File: src/rtl/sync_det_pkg.sv
package sync_det_pkg;
  typedef enum logic [1:0] {
    PWR_NORMAL  = 2'b00,
    PWR_STANDBY = 2'b01,
    PWR_SUSPEND = 2'b10,
    PWR_OFF     = 2'b11
  } pwr_state_e;

  localparam int unsigned CH_H   = 0;
  localparam int unsigned CH_V   = 1;
  localparam int unsigned NUM_CH = 2;
endpackage

File: src/rtl/sync_det_sync2.sv
module sync_det_sync2 (
  input  logic clk_i,
  input  logic rst_ni,
  input  logic d_i,
  output logic q_o
);
  logic s1_q, s2_q;

  always_ff @(posedge clk_i or negedge rst_ni) begin
    if (!rst_ni) begin
      s1_q <= 1'b0;
      s2_q <= 1'b0;
    end else begin
      s1_q <= d_i;
      s2_q <= s1_q;
    end
  end

  assign q_o = s2_q;
endmodule

File: src/rtl/sync_det_presence.sv
module sync_det_presence #(
  parameter int unsigned TO_W = 16
) (
  input  logic            clk_i,
  input  logic            rst_ni,
  input  logic            tick_i,
  input  logic            lvl_i,
  input  logic [TO_W-1:0] limit_i,
  output logic            rise_o,
  output logic            fall_o,
  output logic            present_o
);
  localparam logic [TO_W:0] CNT_ONE = {{TO_W{1'b0}}, 1'b1};

  logic            prev_q;
  logic            present_q;
  logic [TO_W-1:0] cnt_q;
  logic [TO_W:0]   cnt_inc;
  logic            edge_w;

  assign rise_o  = lvl_i & ~prev_q;
  assign fall_o  = ~lvl_i & prev_q;
  assign edge_w  = rise_o | fall_o;
  assign cnt_inc = {1'b0, cnt_q} + CNT_ONE;

  always_ff @(posedge clk_i or negedge rst_ni) begin
    if (!rst_ni) begin
      prev_q    <= 1'b0;
      present_q <= 1'b0;
      cnt_q     <= '0;
    end else begin
      prev_q <= lvl_i;
      if (edge_w) begin
        // an edge always beats an expiring tick
        present_q <= 1'b1;
        cnt_q     <= '0;
      end else if (tick_i && present_q) begin
        if (cnt_inc >= {1'b0, limit_i}) present_q <= 1'b0;
        else                            cnt_q     <= cnt_inc[TO_W-1:0];
      end
    end
  end

  assign present_o = present_q;


  present_rise_chk: assert property (@(posedge clk_i) disable iff (!rst_ni)
    $rose(present_q) |-> $past(edge_w));

  present_fall_chk: assert property (@(posedge clk_i) disable iff (!rst_ni)
    $fell(present_q) |-> ($past(tick_i) && !$past(edge_w)));

  edge_wins_chk: assert property (@(posedge clk_i) disable iff (!rst_ni)
    edge_w |=> present_q);
endmodule

File: src/rtl/sync_det_polarity.sv
module sync_det_polarity #(
  parameter int unsigned RUN_W = 16
) (
  input  logic clk_i,
  input  logic rst_ni,
  input  logic rise_i,
  input  logic fall_i,
  input  logic clear_i,
  output logic pol_o
);
  localparam logic [RUN_W-1:0] RUN_MAX = '1;
  localparam logic [RUN_W-1:0] RUN_ONE = {{(RUN_W-1){1'b0}}, 1'b1};

  logic [RUN_W-1:0] run_q, hi_len_q, lo_len_q;
  logic             hi_vld_q, lo_vld_q, pol_q;

  always_ff @(posedge clk_i or negedge rst_ni) begin
    if (!rst_ni) begin
      run_q    <= '0;
      hi_len_q <= '0;
      lo_len_q <= '0;
      hi_vld_q <= 1'b0;
      lo_vld_q <= 1'b0;
      pol_q    <= 1'b0;
    end else begin
      if (rise_i || fall_i)    run_q <= '0;
      else if (run_q != RUN_MAX) run_q <= run_q + RUN_ONE;

      if (clear_i) begin
        // stale lengths dropped, decided polarity kept
        hi_vld_q <= 1'b0;
        lo_vld_q <= 1'b0;
      end else if (fall_i) begin
        hi_len_q <= run_q;
        hi_vld_q <= 1'b1;
        if (lo_vld_q) pol_q <= (run_q < lo_len_q);
      end else if (rise_i) begin
        lo_len_q <= run_q;
        lo_vld_q <= 1'b1;
        if (hi_vld_q) pol_q <= (hi_len_q < run_q);
      end
    end
  end

  assign pol_o = pol_q;


  pol_on_edge_chk: assert property (@(posedge clk_i) disable iff (!rst_ni)
    !$stable(pol_q) |-> $past(rise_i || fall_i));

  pol_hold_chk: assert property (@(posedge clk_i) disable iff (!rst_ni)
    $past(clear_i) |-> $stable(pol_q));
endmodule

File: src/rtl/sync_det_state.sv
module sync_det_state
  import sync_det_pkg::*;
(
  input  logic       h_present_i,
  input  logic       v_present_i,
  output pwr_state_e state_o
);
  always_comb begin
    unique case ({h_present_i, v_present_i})
      2'b11:   state_o = PWR_NORMAL;
      2'b01:   state_o = PWR_STANDBY;
      2'b10:   state_o = PWR_SUSPEND;
      default: state_o = PWR_OFF;
    endcase
  end
endmodule

File: src/rtl/sync_power_det.sv
module sync_power_det
  import sync_det_pkg::*;
#(
  parameter int unsigned TO_W  = 16,
  parameter int unsigned RUN_W = 16
) (
  input  logic            clk_i,
  input  logic            rst_ni,
  input  logic            tick_i,
  input  logic            hsync_i,
  input  logic            vsync_i,
  input  logic [TO_W-1:0] h_limit_i,
  input  logic [TO_W-1:0] v_limit_i,
  output logic [7:0]      status_o
);
  logic [NUM_CH-1:0] raw_w, lvl_w, rise_w, fall_w, pres_w, pol_w;
  logic [TO_W-1:0]   limit_w [NUM_CH];
  pwr_state_e        state_w;

  assign raw_w[CH_H]   = hsync_i;
  assign raw_w[CH_V]   = vsync_i;
  assign limit_w[CH_H] = h_limit_i;
  assign limit_w[CH_V] = v_limit_i;

  for (genvar c = 0; c < NUM_CH; c++) begin : g_ch
    sync_det_sync2 u_sync (
      .clk_i (clk_i),
      .rst_ni(rst_ni),
      .d_i   (raw_w[c]),
      .q_o   (lvl_w[c])
    );

    sync_det_presence #(.TO_W(TO_W)) u_pres (
      .clk_i    (clk_i),
      .rst_ni   (rst_ni),
      .tick_i   (tick_i),
      .lvl_i    (lvl_w[c]),
      .limit_i  (limit_w[c]),
      .rise_o   (rise_w[c]),
      .fall_o   (fall_w[c]),
      .present_o(pres_w[c])
    );

    sync_det_polarity #(.RUN_W(RUN_W)) u_pol (
      .clk_i  (clk_i),
      .rst_ni (rst_ni),
      .rise_i (rise_w[c]),
      .fall_i (fall_w[c]),
      .clear_i(~pres_w[c]),
      .pol_o  (pol_w[c])
    );
  end

  sync_det_state u_state (
    .h_present_i(pres_w[CH_H]),
    .v_present_i(pres_w[CH_V]),
    .state_o    (state_w)
  );

  assign status_o = {2'b00, state_w, pol_w[CH_V], pol_w[CH_H], pres_w[CH_V], pres_w[CH_H]};


  state_off_chk: assert property (@(posedge clk_i) disable iff (!rst_ni)
    (!pres_w[CH_H] && !pres_w[CH_V]) |-> (state_w == PWR_OFF));

  state_normal_chk: assert property (@(posedge clk_i) disable iff (!rst_ni)
    (state_w == PWR_NORMAL) |-> (pres_w[CH_H] && pres_w[CH_V]));

  reserved_zero_chk: assert property (@(posedge clk_i) disable iff (!rst_ni)
    $countones(status_o[7:6]) == 0);
endmodule

File: config.mk
export PLATFORM = sky130hd
export DESIGN_NAME = sync_power_det
export DESIGN_NICKNAME = d
export VERILOG_FILES = /design/src/rtl/sync_det_pkg.sv /design/src/rtl/sync_det_sync2.sv /design/src/rtl/sync_det_presence.sv /design/src/rtl/sync_det_polarity.sv /design/src/rtl/sync_det_state.sv /design/src/rtl/sync_power_det.sv
export SDC_FILE = /design/constraint.sdc
export NUM_CORES = 1
export LEC_CHECK = 0
export BUFFER_PORTS_ARGS = -buffer_cell sky130_fd_sc_hd__buf_4
export CAP_MARGIN = 20
export CORE_MARGIN = 2
export CORE_UTILIZATION = 50
export CTS_CLUSTER_SIZE = 12
export DETAILED_ROUTE_END_ITERATION = 6
export GPL_TIMING_DRIVEN = 0
export PLACE_DENSITY = 0.67
export SETUP_SLACK_MARGIN = 0.2
export SYNTH_ARGS = -nofsm -noshare
export SYNTH_HDL_FRONTEND = slang
export SYNTH_SLANG_ARGS = --single-unit
File: constraint.sdc
create_clock -name clk_i -period 3.52 [get_ports clk_i]
set_input_delay 0.176 -clock clk_i [delete_from_list [all_inputs] [get_ports clk_i]]
set_output_delay 0.176 -clock clk_i [all_outputs]
set_load 0.005 [all_outputs]
# Yosys cells after proc, flatten, opt, wreduce, memory -nomap -nowiden
# Cells that the tools add are included.
# op_classes
reduce_logical,26
bitwise_logic,12
n_mux,35
n_eq_ne,15
add_sub_neg,4
n_lt_le_gt_ge,6
# ops
cell,count
$mux W16,10
$lt A16 B16 Y1,4
$add A16 B1 Y17 const B,2
$ge A17 B16 Y1,2
$add A16 B1 Y16 const B,2
$ne A16 B16 Y1 const B,2
$mux W1,24
$reduce_bool A2 Y1,10
$reduce_and A2 Y1,8
$ne A2 B1 Y1 const B,6
$ne A2 B2 Y1 const B,4
$reduce_and A4 Y1,2
$not A1 Y1,6
$pmux W2 S3,1
$reduce_and A3 Y1,2
$and A1 B1 Y1,4
$eq A2 B2 Y1 const B,2
$eq A2 B1 Y1 const B,1
$logic_and A1 B1 Y1,2
$logic_or A1 B1 Y1,2
$or A1 B1 Y1,2
# word_totals
inputBits,37
ff_bits,142
elab_cells,120
output_inout_bits,8

# Depth between registers and ports, before layout
# depth
word_depth,5
mapped_depth,15
mapped_depth_nobuf,13

# Cells and area by module
# From an unflattened synthesis, not the netlist that was laid out.
# hier_totals
hier_cells,993
hier_area_um2,8868.5
# by_module_without_submodules
mod,area_per_inst_um2,cells_per_inst,instances,seq_area_each_um2
sync_det_presence,1520.2,181,2,450.4
sync_det_polarity at g_ch[0].u_pol,2847.7,310,1,1276.2
sync_det_polarity at g_ch[1].u_pol,2846.5,310,1,1276.2
sync_det_sync2,50.0,2,2,50.0
sync_power_det,26.3,5,1,0.0
sync_det_state,7.5,2,1,0.0

# Worst setup path before layout
# Ideal clock, no wire load.
# synth_timing
path_type,register to register
from,register g_ch[0].u_pres.cnt_q[0]
to,register g_ch[0].u_pres.cnt_q[13]
path_stages_with_launch,15
required_ps,3442
n_path_buf,1
slack_ps,325
period_less_slack_ps,3195
setup_ps,78
t_arrival_ps,3117
path_cell_list,dfrtp_1 ha_1 nand3_4 nor3_4 nand3_2 or2_4 xnor2_1 ha_1 a21o_1 a21o_1 a31oi_1 nand3_1 buf_2 or4_1 a21oi_1
# synth_via
elab_chain_cells,4
elab_cells_between_ends,7
cone_classes,1 x add/sub; 1 x order compare; 1 x eq/ne; 3 x mux; 1 x reduce/logical
# synth_lines
item,line,text
"start, declared",sync_det_presence.sv:17,logic [TO_W-1:0] cnt_q;
"start signal, assigned",sync_det_presence.sv:39,else cnt_q <= cnt_inc[TO_W-1:0];
$add A16 B1 Y17 (*),sync_det_presence.sv:24,"assign cnt_inc = {1'b0, cnt_q} + CNT_ONE;"
$ge A17 B16 Y1 / $mux W16 (equally long branches),sync_det_presence.sv:38,"if (cnt_inc >= {1'b0, limit_i}) present_q <= 1'b0;"
$ne A2 B1 Y1 (no source line) / $mux W16 (equally long branches),n/a,
$reduce_and A2 Y1 (no source line) / $mux W16 (equally long branches),n/a,
# Mark *: on every way between the ends. The rest lies on a longest branch, timed or not. The select of a mux whose other input is x is not followed.
# A chain may end at the register's enable or synchronous reset.

# Worst setup path in the final report
# layout_timing
from,register g_ch[0].u_pres.cnt_q[0]
to,register g_ch[0].u_pres.cnt_q[6]
# Same word-level chain as after synthesis.

==> results_dict.tcl <==
set metrics [dict create \
    yosysSeqAreaShare 0.406 \
    ys_top_cells_by_area "dfrtp_1 (41%), ha_1 (14%), o21ai_0 (5.6%)" \
    dr_wl_met3_microns 576 \
    outcome "finished clean" \
    p_int_w 0.00316 \
    track_usage 0.220 \
    crit_path_start_kind "register" \
    synth_fa_ha_area_frac 0.143 \
    fill_cells 1547 \
    dieArea_sq_um 18600 \
    hold_path.class "in2reg" \
    r2r_setup_slack_ns 0.33 \
    yosysTopAreaCell "dfrtp_1" \
    slowest_delay_ns 0.40 \
    row_count 48 \
    layout-drive-gt1-share 0.138 \
    synth-simple-area-share 0.180 \
    hold_viol_final 0 \
    seqPwrFrac 0.418 \
    globalplace.congestion 0.790 \
    cts_tree "done" \
    synth_top_family_by_area "simple AND/OR/NAND/NOR gates" \
    cp_num_buf_inv 1 \
    synth_compound_area_frac 0.145 \
    yosys.area.top_type_share 0.406 \
    grt_pass1_wl_microns 32400 \
    cts_htree_levels 4 \
    vias 7052 \
    synth_cells 973 \
    maxSlewHeadroom 0.308 \
    pin_count 45 \
    async_flop_share 1.00 \
    finClkSkew_ns 0.00729 \
    multiInputGateArea_sq_um 4780 \
    ys_ff_latch 142 \
    synth_edf_count 0 \
    syn_to_final_growth_pct 18.4 \
    seq_area_sq_um 3560 \
    wl_per_cell_microns 15.0 \
    worst_pin_slew_ns 1.03 \
    fin_setup_tns_ns 0 \
    dp_hpwl_microns 13900 \
    grt_max_degree 95 \
    antennaDiodeCount 0 \
    synth_xor_xnor_area_share 0.0491 \
    clock_path_buffers 2 \
    cts_root_buf "clkbuf_16" \
    drt_pre_antenna_iters 5 \
    detail-route-antenna-nets 0 \
    setup_viol 0 \
    drv_slew 0 \
    finalCriticalPeriod_ns 3.19 \
    synth_mux_area_frac 0.0120 \
    port_buffers 42 \
    synth_area_sq_um 8750 \
    yosysWarnings 0 \
    grt_overflow 0 \
    drv_cap 0 \
    synth_ff_type "dfrtp_1" \
    power_leakage_nw 4.83 \
    grt_pass1_vias 6687 \
    cp_max_fo 6 \
    start_util 0.509 \
    ys_types 62 \
    hold_slack_ns 0.0944 \
    numCtsBuffers 17 \
    swShare 0.243 \
    peakVddDrop_mv 0.351 \
    crit_arrival_ns 3.52 \
    cts_sinks 142 \
    fp.coreArea_sq_um 17200 \
    die_height_microns 136 \
    critPathTopFamily "simple AND/OR/NAND/NOR gates" \
    wl_microns 19500 \
    p_sw_w 0.00101 \
    via_per_inst 5.44 \
    combPwrFrac 0.123 \
    clkLatencyLatePin_ns 0.42 \
    cellPowerDensity_nw_per_um2 403 \
    drc_errors 0 \
    avgSynthCellArea_sq_um 8.99 \
    highest_layer "met4" \
    place_area_sq_um 9380 \
    met1_length_microns 9440 \
    critPathCaptureType "register" \
    die_w_microns 136 \
    route.met2.wl_microns 9150 \
    timing.critical_path.required_ns 3.86 \
    drt_iter0_drc 383 \
    finalInstanceArea_sq_um 10400 \
    max_freq_mhz 314 \
    nets 1196 \
    cts.clk_slew.worst_paths_ns 0.06 \
    slowest_stage "dfrtp_2" \
    worst-setup-path-type "reg2reg" \
    crit_chain "ha_4 > nand3_4 > nor3_4 > nand3_2 > or2_4 > xnor2_1 > ha_1 > a21o_1 > a21o_1 > a31oi_4 > nand3_4 > buf_6 > or4_1 > a21oi_1" \
    p_clk_frac 0.459 \
    rsz0062_at_grt "no" \
    period_share 0.905 \
    antenna_found_initial 0 \
]
-- flip-flops by register name (all words and copies together), names as in the netlist --
name                   cells
g_ch.u_pres.cnt_q         32
g_ch.u_pol.run_q          32
g_ch.u_pol.lo_len_q       32
g_ch.u_pol.lo_vld_q        2
g_ch.u_sync.s1_q           2
g_ch.u_pres.prev_q         2
g_ch.u_pol.hi_vld_q        2
g_ch.u_pol.pol_o           2
g_ch.u_pres.present_o      2
g_ch.u_sync.q_o            2
g_ch.u_pol.hi_len_q       32
-- tightest hold or removal path: stages --
cell and delay [ns]:
buf_4 0.11, o21a_1 0.12, o21ai_0 0.07
-- cells in the final DEF, fill, tap and decap left out, drive strengths merged, types with 5 or more instances in the layout --
cell / netlist / layout
nand2: 122 / 122
nor4: 7 / 7
xor2: 6 / 6
clkbuf: 24 / 51
nand3: 26 / 26
or3: 15 / 15
o21a: 8 / 8
inv: 101 / 101
mux2i: 6 / 6
nand4: 28 / 28
nor2: 47 / 47
buf: 11 / 73
and3: 12 / 12
or2: 6 / 6
o21ai: 98 / 98
nor2b: 6 / 6
xnor2: 43 / 43
nor3: 13 / 13
a211oi: 5 / 5
a21oi: 63 / 63
or4: 11 / 11
ha: 100 / 100
nand2b: 8 / 8
o31ai: 13 / 13
dfrtp: 142 / 142
a21o: 7 / 7
-- synth_stat cells, types with 3 or more instances --
cell type and count:
dfrtp_1 142, nand2_1 121, inv_1 101, ha_1 100, o21ai_0 98, a21oi_1 63, nor2_1 47, xnor2_1 43
nand4_1 26, clkbuf_1 24, nand3_1 24, or3_1 15, o31ai_1 13, and3_1 12, nor3_1 12, or4_1 11
nand2b_1 8, o21a_1 8, a21o_1 7, buf_4 7, nor4_1 7, mux2i_1 6, nor2b_1 6, xor2_1 6
a211oi_1 5, and2_1 4, mux2_2 4, or2_2 4, a31oi_1 3, and4_1 3, buf_2 3, o41ai_1 3
-- per-stage QoR --
stage	util	power (W)	std cells	worst slack [ns]
CTS	0.591	0.00420	1286	0.207
global placement	0.544	0.00225	1241	-0.314
floorplan	-	0.00205	974	0.325
global route	0.603	0.00436	1297	0.189
finish	0.603	0.00418	1297	0.334
detailed placement	0.546	0.00226	1242	-0.340
-- worst paths after layout --
kind                                                           from                                     to  depth (start not counted)
worst min-delay path                                         tick_i   g_ch[1].u_pres.present_o$_DFFE_PN0P_                          3
worst min register to register        g_ch[1].u_sync.s1_q$_DFF_PN0_           g_ch[1].u_sync.q_o$_DFF_PN0_                          0
worst max register to register  g_ch[0].u_pres.cnt_q[0]$_DFFE_PN0P_    g_ch[0].u_pres.cnt_q[6]$_DFFE_PN0P_                         14
max in group asynchronous                                    rst_ni    g_ch[1].u_pres.cnt_q[2]$_DFFE_PN0P_                          3
min in group asynchronous                                    rst_ni  g_ch[0].u_pol.lo_len_q[7]$_DFFE_PN0P_                          2
worst max-delay path            g_ch[0].u_pres.cnt_q[0]$_DFFE_PN0P_    g_ch[0].u_pres.cnt_q[6]$_DFFE_PN0P_                         14
-- kinds of logic after synthesis --
group	Yosys count
compound gates	219
xor+xnor	49
fa+ha+maj	100
buf+inv	138
flops	142
mux	10
other cells	1
simple gates	314
-- cell type report --
cell class                      instances  share of cell area
Buffer                                 36              0.0190
Clock buffer                           26              0.0472
Clock inverter                          6              0.0126
Tap cell                              225              0.0272
Timing Repair Buffer                   66              0.0512
Sequential cell                       142               0.344
Inverter                              102              0.0370
Multi-Input combinational cell        694               0.462
-- power by group through the flow --
| stage | Clock (W) | Sequential, W | Combinational (W) |
|---|---|---|---|
| final | 0.00192 | 0.00174 | 0.000515 |
| after global routing | 0.00202 | 0.00175 | 0.000583 |
| after CTS | 0.00195 | 0.00174 | 0.000514 |
| after detailed placement | 0 | 0.00177 | 0.000489 |
| after global placement | 0 | 0.00177 | 0.000479 |
| after floorplan | 0 | 0.00176 | 0.000294 |
-- per-layer routing --
metal / vias up / global-route usage
met2: 116 / 0.360
met1: 3359 / 0.304
met5: - / 0
li1: 3553 / -
met3: 24 / 0.0313
met4: 0 / 0.0671
-- timing repair --
item,in CTS,in global routing
pin swaps,5,11
cloned,0,0
hold endpoints to repair,50,0
resized for setup,15,31
endpoints found under the setup margin,32,30
hold buffers,3,0
buffers inserted,9,11
No activity file was read; power rests on OpenSTA's default activity.
